<file path="src/rtl/ssp_pkg.sv">
package ssp_pkg;
  typedef enum logic [1:0] {
    SEL_FULL = 2'b00,
    SEL_DIV2 = 2'b01,
    SEL_DIV4 = 2'b10,
    SEL_EXT  = 2'b11
  } clk_sel_e;

  // strobes from control to datapath
  typedef struct packed {
    logic load;     // parallel load of the shift register
    logic capture;  // sample serial input (rising serial clock)
    logic shift;    // advance the shift register (falling serial clock)
    logic useSync;  // take the synchronized serial input (slave mode)
  } dp_strobe_t;

  localparam logic [1:0] ADDR_CTRL = 2'd0;
  localparam logic [1:0] ADDR_DATA = 2'd1;
  localparam logic [1:0] ADDR_STAT = 2'd2;
endpackage

</file>
<file path="src/rtl/ssp_sync.sv">
module ssp_sync #(
  parameter int unsigned STAGES = 2
) (
  input  logic clk,
  input  logic rst_n,
  input  logic d,
  output logic q
);
  logic [STAGES-1:0] chain;

  generate
    for (genvar g = 0; g < STAGES; g++) begin : g_stage
      always_ff @(posedge clk or negedge rst_n) begin
        if (!rst_n) chain[g] <= 1'b0;
        else if (g == 0) chain[g] <= d;
        else chain[g] <= chain[(g == 0) ? 0 : g-1];
      end
    end
  endgenerate

  assign q = chain[STAGES-1];
endmodule

</file>
<file path="src/rtl/ssp_datapath.sv">
module ssp_datapath
  import ssp_pkg::*;
#(
  parameter int unsigned DATA_W      = 8,
  parameter int unsigned SYNC_STAGES = 2
) (
  input  logic              clk,
  input  logic              rst_n,
  input  dp_strobe_t        strobe,
  input  logic [DATA_W-1:0] wrData,
  input  logic              sinIn,
  output logic [DATA_W-1:0] shiftReg,
  output logic              soutOut
);
  logic sinSync;
  logic sinBit;
  logic sampled;

  ssp_sync #(.STAGES(SYNC_STAGES)) u_sinSync (
    .clk  (clk),
    .rst_n(rst_n),
    .d    (sinIn),
    .q    (sinSync)
  );

  assign sinBit = strobe.useSync ? sinSync : sinIn;

  always_ff @(posedge clk or negedge rst_n) begin
    if (!rst_n) sampled <= 1'b0;
    else if (strobe.capture) sampled <= sinBit;
  end

  always_ff @(posedge clk or negedge rst_n) begin
    if (!rst_n) shiftReg <= '0;
    else if (strobe.load) shiftReg <= wrData;
    else if (strobe.shift) shiftReg <= {shiftReg[DATA_W-2:0], sampled};
  end

  assign soutOut = shiftReg[DATA_W-1];
endmodule

</file>
<file path="src/rtl/ssp_ctrl.sv">
module ssp_ctrl
  import ssp_pkg::*;
#(
  parameter int unsigned DATA_W      = 8,
  parameter int unsigned SYNC_STAGES = 2,
  localparam int unsigned CNT_W      = $clog2(DATA_W + 1),
  localparam int unsigned DIV_W      = 2
) (
  input  logic              clk,
  input  logic              rst_n,
  input  logic              wrEn,
  input  logic [1:0]        addr,
  input  logic [DATA_W-1:0] wrData,
  input  logic              sclkIn,
  output dp_strobe_t        strobe,
  output clk_sel_e          clkSel,
  output logic              irqEn,
  output logic              busy,
  output logic              irqFlag,
  output logic              sclkOut,
  output logic [CNT_W-1:0]  bitCnt
);
  localparam logic [CNT_W-1:0] LAST_BIT = CNT_W'(DATA_W - 1);

  logic             isSlave;
  logic             wrCtrl;
  logic             wrData_;
  logic             wrStat;
  logic             startReq;
  logic [DIV_W-1:0] divCnt;
  logic             tick;
  logic             sclkReg;
  logic             sclkSync;
  logic             sclkPrev;
  logic             extRise;
  logic             extFall;
  logic             doCapture;
  logic             doShift;
  logic             lastShift;

  assign isSlave  = (clkSel == SEL_EXT);
  assign wrCtrl   = wrEn && (addr == ADDR_CTRL);
  assign wrData_  = wrEn && (addr == ADDR_DATA);
  assign wrStat   = wrEn && (addr == ADDR_STAT);
  assign startReq = wrCtrl && !busy && wrData[3];

  // free-running divider for the slower master rates
  always_ff @(posedge clk or negedge rst_n) begin
    if (!rst_n) divCnt <= '0;
    else divCnt <= divCnt + 1'b1;
  end

  always_comb begin
    unique case (clkSel)
      SEL_FULL: tick = 1'b1;
      SEL_DIV2: tick = divCnt[0];
      SEL_DIV4: tick = &divCnt;
      default:  tick = 1'b0;
    endcase
  end

  // external clock synchronizer and edge detect
  ssp_sync #(.STAGES(SYNC_STAGES)) u_sclkSync (
    .clk  (clk),
    .rst_n(rst_n),
    .d    (sclkIn),
    .q    (sclkSync)
  );

  always_ff @(posedge clk or negedge rst_n) begin
    if (!rst_n) sclkPrev <= 1'b0;
    else sclkPrev <= sclkSync;
  end

  assign extRise = sclkSync && !sclkPrev;
  assign extFall = !sclkSync && sclkPrev;

  always_comb begin
    doCapture = 1'b0;
    doShift   = 1'b0;
    if (busy) begin
      if (isSlave) begin
        doCapture = extRise;
        doShift   = extFall;
      end else if (tick) begin
        doCapture = !sclkReg;
        doShift   = sclkReg;
      end
    end
  end

  assign lastShift = doShift && (bitCnt == LAST_BIT);

  // configuration register
  always_ff @(posedge clk or negedge rst_n) begin
    if (!rst_n) begin
      clkSel <= SEL_EXT;
      irqEn  <= 1'b0;
    end else if (wrCtrl) begin
      irqEn <= wrData[2];
      if (!busy) clkSel <= clk_sel_e'(wrData[1:0]);
    end
  end

  // transfer sequencing
  always_ff @(posedge clk or negedge rst_n) begin
    if (!rst_n) begin
      busy    <= 1'b0;
      bitCnt  <= '0;
      sclkReg <= 1'b0;
    end else if (startReq) begin
      busy    <= 1'b1;
      bitCnt  <= '0;
      sclkReg <= 1'b0;
    end else begin
      if (doCapture && !isSlave) sclkReg <= 1'b1;
      if (doShift) begin
        sclkReg <= 1'b0;
        bitCnt  <= bitCnt + 1'b1;
      end
      if (lastShift) busy <= 1'b0;
    end
  end

  // completion flag: setting wins over a same-cycle clear
  always_ff @(posedge clk or negedge rst_n) begin
    if (!rst_n) irqFlag <= 1'b0;
    else if (lastShift) irqFlag <= 1'b1;
    else if (wrStat && wrData[0]) irqFlag <= 1'b0;
  end

  assign sclkOut = sclkReg && !isSlave;

  assign strobe.load    = wrData_ && !busy;
  assign strobe.capture = doCapture;
  assign strobe.shift   = doShift;
  assign strobe.useSync = isSlave;
endmodule

</file>
<file path="src/rtl/sync_serial_port.sv">
module sync_serial_port
  import ssp_pkg::*;
#(
  parameter int unsigned DATA_W      = 8,
  parameter int unsigned SYNC_STAGES = 2,
  localparam int unsigned CNT_W      = $clog2(DATA_W + 1)
) (
  input  logic              clk,
  input  logic              rst_n,
  input  logic              wrEn,
  input  logic [1:0]        addr,
  input  logic [DATA_W-1:0] wrData,
  output logic [DATA_W-1:0] rdData,
  input  logic              sinIn,
  input  logic              sclkIn,
  output logic              soutOut,
  output logic              sclkOut,
  output logic              busyOut,
  output logic              irqOut
);
  dp_strobe_t        strobes;
  clk_sel_e          clkSel;
  logic              irqEn;
  logic              busy;
  logic              irqFlag;
  logic [CNT_W-1:0]  bitCnt;
  logic [DATA_W-1:0] shiftReg;

  ssp_ctrl #(.DATA_W(DATA_W), .SYNC_STAGES(SYNC_STAGES)) u_ctrl (
    .clk    (clk),
    .rst_n  (rst_n),
    .wrEn   (wrEn),
    .addr   (addr),
    .wrData (wrData),
    .sclkIn (sclkIn),
    .strobe (strobes),
    .clkSel (clkSel),
    .irqEn  (irqEn),
    .busy   (busy),
    .irqFlag(irqFlag),
    .sclkOut(sclkOut),
    .bitCnt (bitCnt)
  );

  ssp_datapath #(.DATA_W(DATA_W), .SYNC_STAGES(SYNC_STAGES)) u_dp (
    .clk     (clk),
    .rst_n   (rst_n),
    .strobe  (strobes),
    .wrData  (wrData),
    .sinIn   (sinIn),
    .shiftReg(shiftReg),
    .soutOut (soutOut)
  );

  always_comb begin
    rdData = '0;
    unique case (addr)
      ADDR_CTRL: rdData[4:0] = {irqFlag, busy, irqEn, clkSel};
      ADDR_DATA: rdData      = shiftReg;
      ADDR_STAT: rdData[1:0] = {irqFlag, busy};
      default:   rdData      = '0;
    endcase
  end

  assign busyOut = busy;
  assign irqOut  = irqFlag && irqEn;
endmodule

</file>
<file path="config.mk">
export PLATFORM = sky130hd
export DESIGN_NAME = sync_serial_port
export DESIGN_NICKNAME = d
export VERILOG_FILES = /design/src/rtl/ssp_pkg.sv /design/src/rtl/ssp_sync.sv /design/src/rtl/ssp_datapath.sv /design/src/rtl/ssp_ctrl.sv /design/src/rtl/sync_serial_port.sv
export SDC_FILE = /design/constraint.sdc
export NUM_CORES = 1
export LEC_CHECK = 0
export BUFFER_PORTS_ARGS = -buffer_cell sky130_fd_sc_hd__buf_2
export CAP_MARGIN = 20
export CORE_ASPECT_RATIO = 1.5
export CORE_MARGIN = 2
export CORE_UTILIZATION = 30
export DETAILED_ROUTE_END_ITERATION = 12
export HOLD_SLACK_MARGIN = 0.05
export PLACE_DENSITY = 0.5
export SYNTH_ARGS = -nofsm -noshare
export SYNTH_HDL_FRONTEND = slang
export SYNTH_SLANG_ARGS = --single-unit
</file>
<file path="constraint.sdc">
create_clock -name clk -period 1.7 [get_ports clk]
set_clock_uncertainty 0.1 [all_clocks]
set_input_delay 0.34 -clock clk [delete_from_list [all_inputs] [get_ports clk]]
set_output_delay 0.34 -clock clk [all_outputs]
set_load 0.05 [all_outputs]
</file>
After elaboration in Yosys (flattened, before gate mapping)
Cells that the tools add are included.
{"block": "totals", "word_cells": 72, "in_bits": 15, "ff_bits": 26}
{"block": "op_classes", "n_eq_ne": 6, "mux": 22, "add_sub_neg": 2, "bitwise": 1, "reduce_logical": 27}
{"operator": "8-bit two-way mux", "n": 2}
{"operator": "1-bit two-way mux", "n": 14}
{"operator": "1-bit logical AND", "n": 13}
{"operator": "4-bit two-way mux", "n": 2}
{"operator": "2-bit nonzero test", "n": 4}
{"operator": "2-bit == test (second input constant)", "n": 3}
{"operator": "2-bit case mux with 3 select lines", "n": 1}
{"operator": "3-bit case mux with 2 select lines", "n": 1}
{"operator": "1-bit zero test", "n": 5}
{"operator": "4-bit by 1-bit adder with 4-bit output (second input constant)", "n": 1}
{"operator": "2-bit by 1-bit == test with 1-bit output (second input constant)", "n": 2}
{"operator": "4-bit by 3-bit == test with 1-bit output (second input constant)", "n": 1}
{"operator": "2-bit zero test", "n": 2}
{"operator": "2-bit AND reduction", "n": 2}
{"operator": "3-bit two-way mux", "n": 1}
{"operator": "1-bit case mux with 3 select lines", "n": 1}
{"operator": "3-bit nonzero test", "n": 1}
{"operator": "2-bit by 1-bit adder with 2-bit output (second input constant)", "n": 1}
{"operator": "1-bit NOT", "n": 1}

Depth between registers and ports, before layout
{"block": "depth", "word_depth": 9, "mapped_depth": 7, "depth_no_buf": 6}

Cells and area by module
A second synthesis with hierarchy kept.
{"block": "hier_totals", "cells_unflattened": 128, "area_unflattened_um2": 1385.1}
{"mod": "ssp_ctrl", "cells_per_inst": 67, "area_per_inst_um2": 724.4, "instances": 1}
{"mod": "ssp_datapath", "cells_per_inst": 39, "area_per_inst_um2": 424.2, "instances": 1}
{"mod": "sync_serial_port", "cells_per_inst": 18, "area_per_inst_um2": 136.4, "instances": 1}
{"mod": "ssp_sync", "cells_per_inst": 2, "area_per_inst_um2": 50.0, "instances": 2}

Least setup slack after synthesis
OpenSTA, ideal clock, no wires.
{"block": "synth_path", "path_type": "input to output", "start": "input port addr[0]", "end": "output port rdData[0]", "path_stages": 3, "t_arrival_ps": 1717, "required_ps": 1260, "slack_ps": -457, "path_cell_list": "buf_2 > mux2i_1 > o21ai_0"}
{"block": "synth_between", "elab_chain_len": 2, "elab_cells_between_ends": 4, "cone_classes": "eq/ne: 2; mux: 1; reduce/logical: 1"}
{"element": "start: declaration", "line": "sync_serial_port.sv:11", "rtl": "input logic [1:0] addr,"}
{"element": "2-bit == test, or another cell as far along", "line": "sync_serial_port.sv:57", "rtl": "unique case (addr)"}
{"element": "2-bit case mux with 3 select lines *", "line": "sync_serial_port.sv:57"}
{"element": "end: declaration", "line": "sync_serial_port.sv:13", "rtl": "output logic [DATA_W-1:0] rdData,"}
Every way passes the cells marked *; elsewhere a longest branch is shown, timed or not.

Worst setup path after layout
{"block": "layout_path", "start": "register u_ctrl.clkSel[0]", "end": "output port sclkOut"}
{"block": "layout_between", "elab_chain_len": 3}
{"element": "start: declaration", "line": "ssp_ctrl.sv:16", "rtl": "output clk_sel_e clkSel,"}
{"element": "start signal: assignment", "line": "ssp_ctrl.sv:101", "rtl": "if (!busy) clkSel <= clk_sel_e'(wrData[1:0]);"}
{"element": "2-bit == test", "line": "ssp_ctrl.sv:41", "rtl": "assign isSlave = (clkSel == SEL_EXT);"}
{"element": "1-bit zero test", "line": "ssp_ctrl.sv:132", "rtl": "assign sclkOut = sclkReg && !isSlave;"}
{"element": "1-bit logical AND", "line": "ssp_ctrl.sv:132"}
{"element": "end: declaration", "line": "sync_serial_port.sv:17", "rtl": "output logic sclkOut,"}
No other way between the ends.

==> results.rst <==
.. list-table::
   :header-rows: 1

   * - Metric
     - Value
   * - Clock buffers created by TritonCTS
     - 3
   * - Detailed placement HPWL
     - about 2200 um
   * - Max_slew headroom
     - 60.8%
   * - Synth cell count leaders
     - 24 x dfrtp_1, 9 x a22o_1, 9 x mux2i_1
   * - Ant diodes
     - 0
   * - Antenna violation net count after detailed routing
     - 0
   * - Number of vias in the routed layout
     - 1009
   * - Post-placement worst setup slack
     - -0.0822 ns
   * - Number of fill cells
     - about 400
   * - Largest area contributor in the synthesized netlist
     - dfrtp_1
   * - Post-layout instance area
     - between 1500 and 2000 um^2
   * - Number of failing setup endpoints in the final timing report
     - 14
   * - Run status
     - finished with violations
   * - Peak Freq
     - 564 MHz
   * - Share of cells above drive strength 1
     - between 40% and 50%
   * - Die area
     - between 4000 and 5000 um^2
   * - Core box area
     - between 3000 and 4000 um^2
   * - Remaining DRCs
     - 0
   * - Clk sink count
     - 26
   * - Slowest cell on the critical path
     - dfstp_2
   * - Required time worst endpoint
     - approximately 1.3 ns
   * - Number of standard-cell rows in the floorplan
     - 28
   * - Iteration count of the initial detailed-routing pass
     - 4
   * - Pwr/cell area
     - about 730 nW/um^2
   * - Worst path setup slack after routing
     - -0.0739 ns
   * - Main combinational cell family by area after synthesis
     - compound AO/OA/AOI/OAI gates
   * - Post-synthesis sequential element count
     - 26
   * - Vias in the first global route
     - roughly 1100
   * - Worst path arrival time
     - roughly 1.3 ns
   * - Height of the die
     - roughly 83 um
   * - Peak fanout along the critical path
     - 4
   * - Antenna violations before repair
     - 0
   * - Worst VDD drop
     - about 0.45 mV
   * - Number of DRC markers after the initial detailed-route iteration
     - 27
   * - Sequential share of the synthesized area
     - around 52%
   * - Die extent in x
     - roughly 57 um
   * - Proportion of netlist area held by the largest area contributor
     - 48.2%
   * - Via density
     - about 5
   * - Post-Synth Simple-Gate Area
     - 14.8%
   * - Largest cells by area after synthesis
     - dfrtp_1 48%, mux2i_1 7.2%, a22o_1 6.3%
   * - Startpoint type of the worst setup path
     - register
   * - Number of distinct standard cells referenced by the synthesized netlist
     - 31
   * - Violated checks
     - negative setup slack
   * - Synth async-reset ratio
     - 100%
   * - Max-capacitance violation count
     - 0
   * - H-tree levels
     - 1
   * - Ratio of final minimum period to clock period
     - 104%
   * - P&R area growth vs syn
     - 41.8%
   * - Global Route Usage Sum
     - between 10% and 20%
   * - Top-level port count
     - 27
   * - CTS tree
     - yes
   * - Final wirelength
     - slightly above 3000 um
   * - Most used DFF post-synth
     - dfrtp_1
   * - Total chip power
     - about 1.3 mW
   * - Leakage component of the power
     - roughly 0.90 nW
   * - Routed length per instance
     - 15.0 um
   * - Root buffer cell
     - clkbuf_8
   * - Number of I/O port buffers
     - 26
   * - Maximum buffer depth of the clock tree
     - 2
   * - Post-synthesis share of cell area spent on xor and xnor gates
     - less than 1%
   * - Total congestion overflow
     - 0
   * - Post-placement cell area
     - approximately 1500 um^2
   * - First-pass GRT wire length
     - around 4900 um
   * - Post-synthesis share of cell area spent on full adders, half adders and majority gates
     - under 10%
   * - Routability Congestion
     - roughly 0.78
   * - Cells after synthesis
     - 111
   * - RSZ-0062 raised after global routing
     - true
   * - Post-synthesis instance area
     - between 1000 and 1500 um^2
   * - Number of flops mapped to enable cells by yosys
     - 0
   * - Setup_tns
     - -0.436 ns
   * - Fin. max-slew vios
     - 0
   * - Cell with the most instances after synthesis
     - dfrtp_1
   * - Final hold violation count
     - 0
   * - Stage delay of the slowest cell on the critical path
     - ~0.60 ns
   * - Pin count of the biggest net entering global routing
     - 27
   * - Fraction of synthesized area in multiplexers
     - a little under a tenth
   * - Synth warnings
     - 0
   * - Post-Synthesis Net Count
     - 128
   * - Syn avg cell area
     - about 11 um^2
   * - Cells along the critical path
     - buf_6, nand2_4, and2_4, buf_8
   * - Endpoint class of the critical path
     - output pin
   * - Source-to-sink clock delay at the later pin of the worst-skew pair
     - 0.27 ns
   * - Net count reported at finish
     - approximately 170
   * - Transition time at the pin with the least slew margin
     - 0.588 ns
   * - Clock-pin slew on the worst setup and hold paths
     - 0.09 ns
   * - Kind of critical path
     - reg -> out
   * - Path type of the worst min-delay path
     - in -> reg
   * - Final period demand of the worst path
     - approximately 1.8 ns
   * - Post-synthesis compound-gate area fraction
     - roughly 18%
   * - Effective utilization at floorplan
     - roughly a third
==> final timing paths <==
path,startpoint,endpoint,slack [ns],cells past startpoint
setup / recovery,u_ctrl.clkSel[0]$_DFFE_PN1P_,sclkOut,-0.07,4
hold / removal,sclkIn,u_ctrl.u_sclkSync.chain[0]$_DFF_PN0_,0.06,1
setup reg to reg,u_ctrl.clkSel[0]$_DFFE_PN1P_,u_ctrl.bitCnt[3]$_DFFE_PN0N_,-0.04,6
hold reg to reg,u_ctrl.u_sclkSync.chain[0]$_DFF_PN0_,u_ctrl.u_sclkSync.q$_DFF_PN0_,0.26,0
max in group asynchronous,rst_n,u_ctrl.busy$_DFFE_PN0P_,0.59,2
min in group asynchronous,rst_n,u_dp.shiftReg[6]$_DFFE_PN0P_,0.49,2
==> sequential cells by signal, indices dropped and copies added, names as in the netlist <==
name	cells
u_ctrl.busy	1
u_dp.u_sinSync.chain	1
u_ctrl.bitCnt	4
u_ctrl.u_sclkSync.q	1
u_dp.shiftReg	8
u_ctrl.irqEn	1
u_ctrl.u_sclkSync.chain	1
u_ctrl.irqFlag	1
u_ctrl.sclkReg	1
u_ctrl.divCnt	2
u_ctrl.clkSel	2
u_dp.u_sinSync.q	1
u_ctrl.sclkPrev	1
u_dp.sampled	1
==> routing by layer <==
layer  global-route usage, %  vias to the layer above  part of all wire, %
met4                    3.90                        0                  1.6
met2                    23.5                       29                   54
met5                       0                        -                    0
met1                    15.5                      486                   40
met3                    1.87                        7                  4.2
li1                        -                      487                    -
==> kinds of logic (layout without fill, tap and decap cells) <==
logic type / Yosys count / after routing
DFF: 26 / 26
buffers and inverters: 8 / 52
muxes: 11 / 11
and+or+nand+nor: 34 / 34
AOI/OAI and AO/OA: 29 / 30
xor gates and xnor gates: 1 / 1
adders and majority gates: 2 / 2
==> power by group <==
part           internal, mW  leakage, nW  switching, mW
registers             0.637        0.306         0.0123
logic                0.0504        0.560         0.0766
clock network         0.315       0.0357          0.198
==> cell usage in the layout (no fill, tap or decap), types with 2 or more instances in the layout <==
| cell | count |
|---|---|
| buf_6 | 11 |
| mux2i_1 | 9 |
| clkbuf_8 | 3 |
| and2_1 | 5 |
| a21o_1 | 8 |
| dfrtp_1 | 23 |
| buf_2 | 22 |
| nor2_2 | 3 |
| nand2_1 | 5 |
| dfstp_2 | 2 |
| a21oi_4 | 3 |
| o21ai_0 | 3 |
| buf_4 | 9 |
| nor2_1 | 5 |
| nand3b_1 | 2 |
| a22o_1 | 9 |
| inv_1 | 4 |
| mux2_2 | 2 |
| a21oi_1 | 2 |
==> critical path: cells and delay by family, from the launching register on <==
family | cells | cell delay, ns
AND/OR/NAND/NOR | 2 | 0.20
flip-flops | 1 | 0.60
buffers and inverters | 2 | 0.26
==> timing repair <==
item,CTS,global route
pin swaps,3,8
gates cloned,1,0
hold buffers,1,0
setup buffers,2,5
endpoints found under the hold margin,24,0
setup endpoints to repair,14,16
resized for setup,22,11
==> area by class of cell <==
cell class	instances	area [um^2]	share of cell area, %
sequential	26	654	37.0
multi-input combinational	78	643	36.4
inverter	4	15.0	0.850
timing repair buffer	44	327	18.5
tap	45	56.3	3.19
clock inverter	1	30.0	1.70
clock buffer	3	41.3	2.34
==> per-stage QoR <==
step,std cells,hold slack (ns),utilization (%)
3_3_place_gp,189,0.235,37.9
6_report,201,0.0644,44.6
4_1_cts,197,0.0626,42.6
5_1_grt,201,0.0519,44.6
3_5_place_dp,189,0.236,37.9
2_1_floorplan,111,-0.0556,-
No activity file was read; power rests on OpenSTA's default activity.
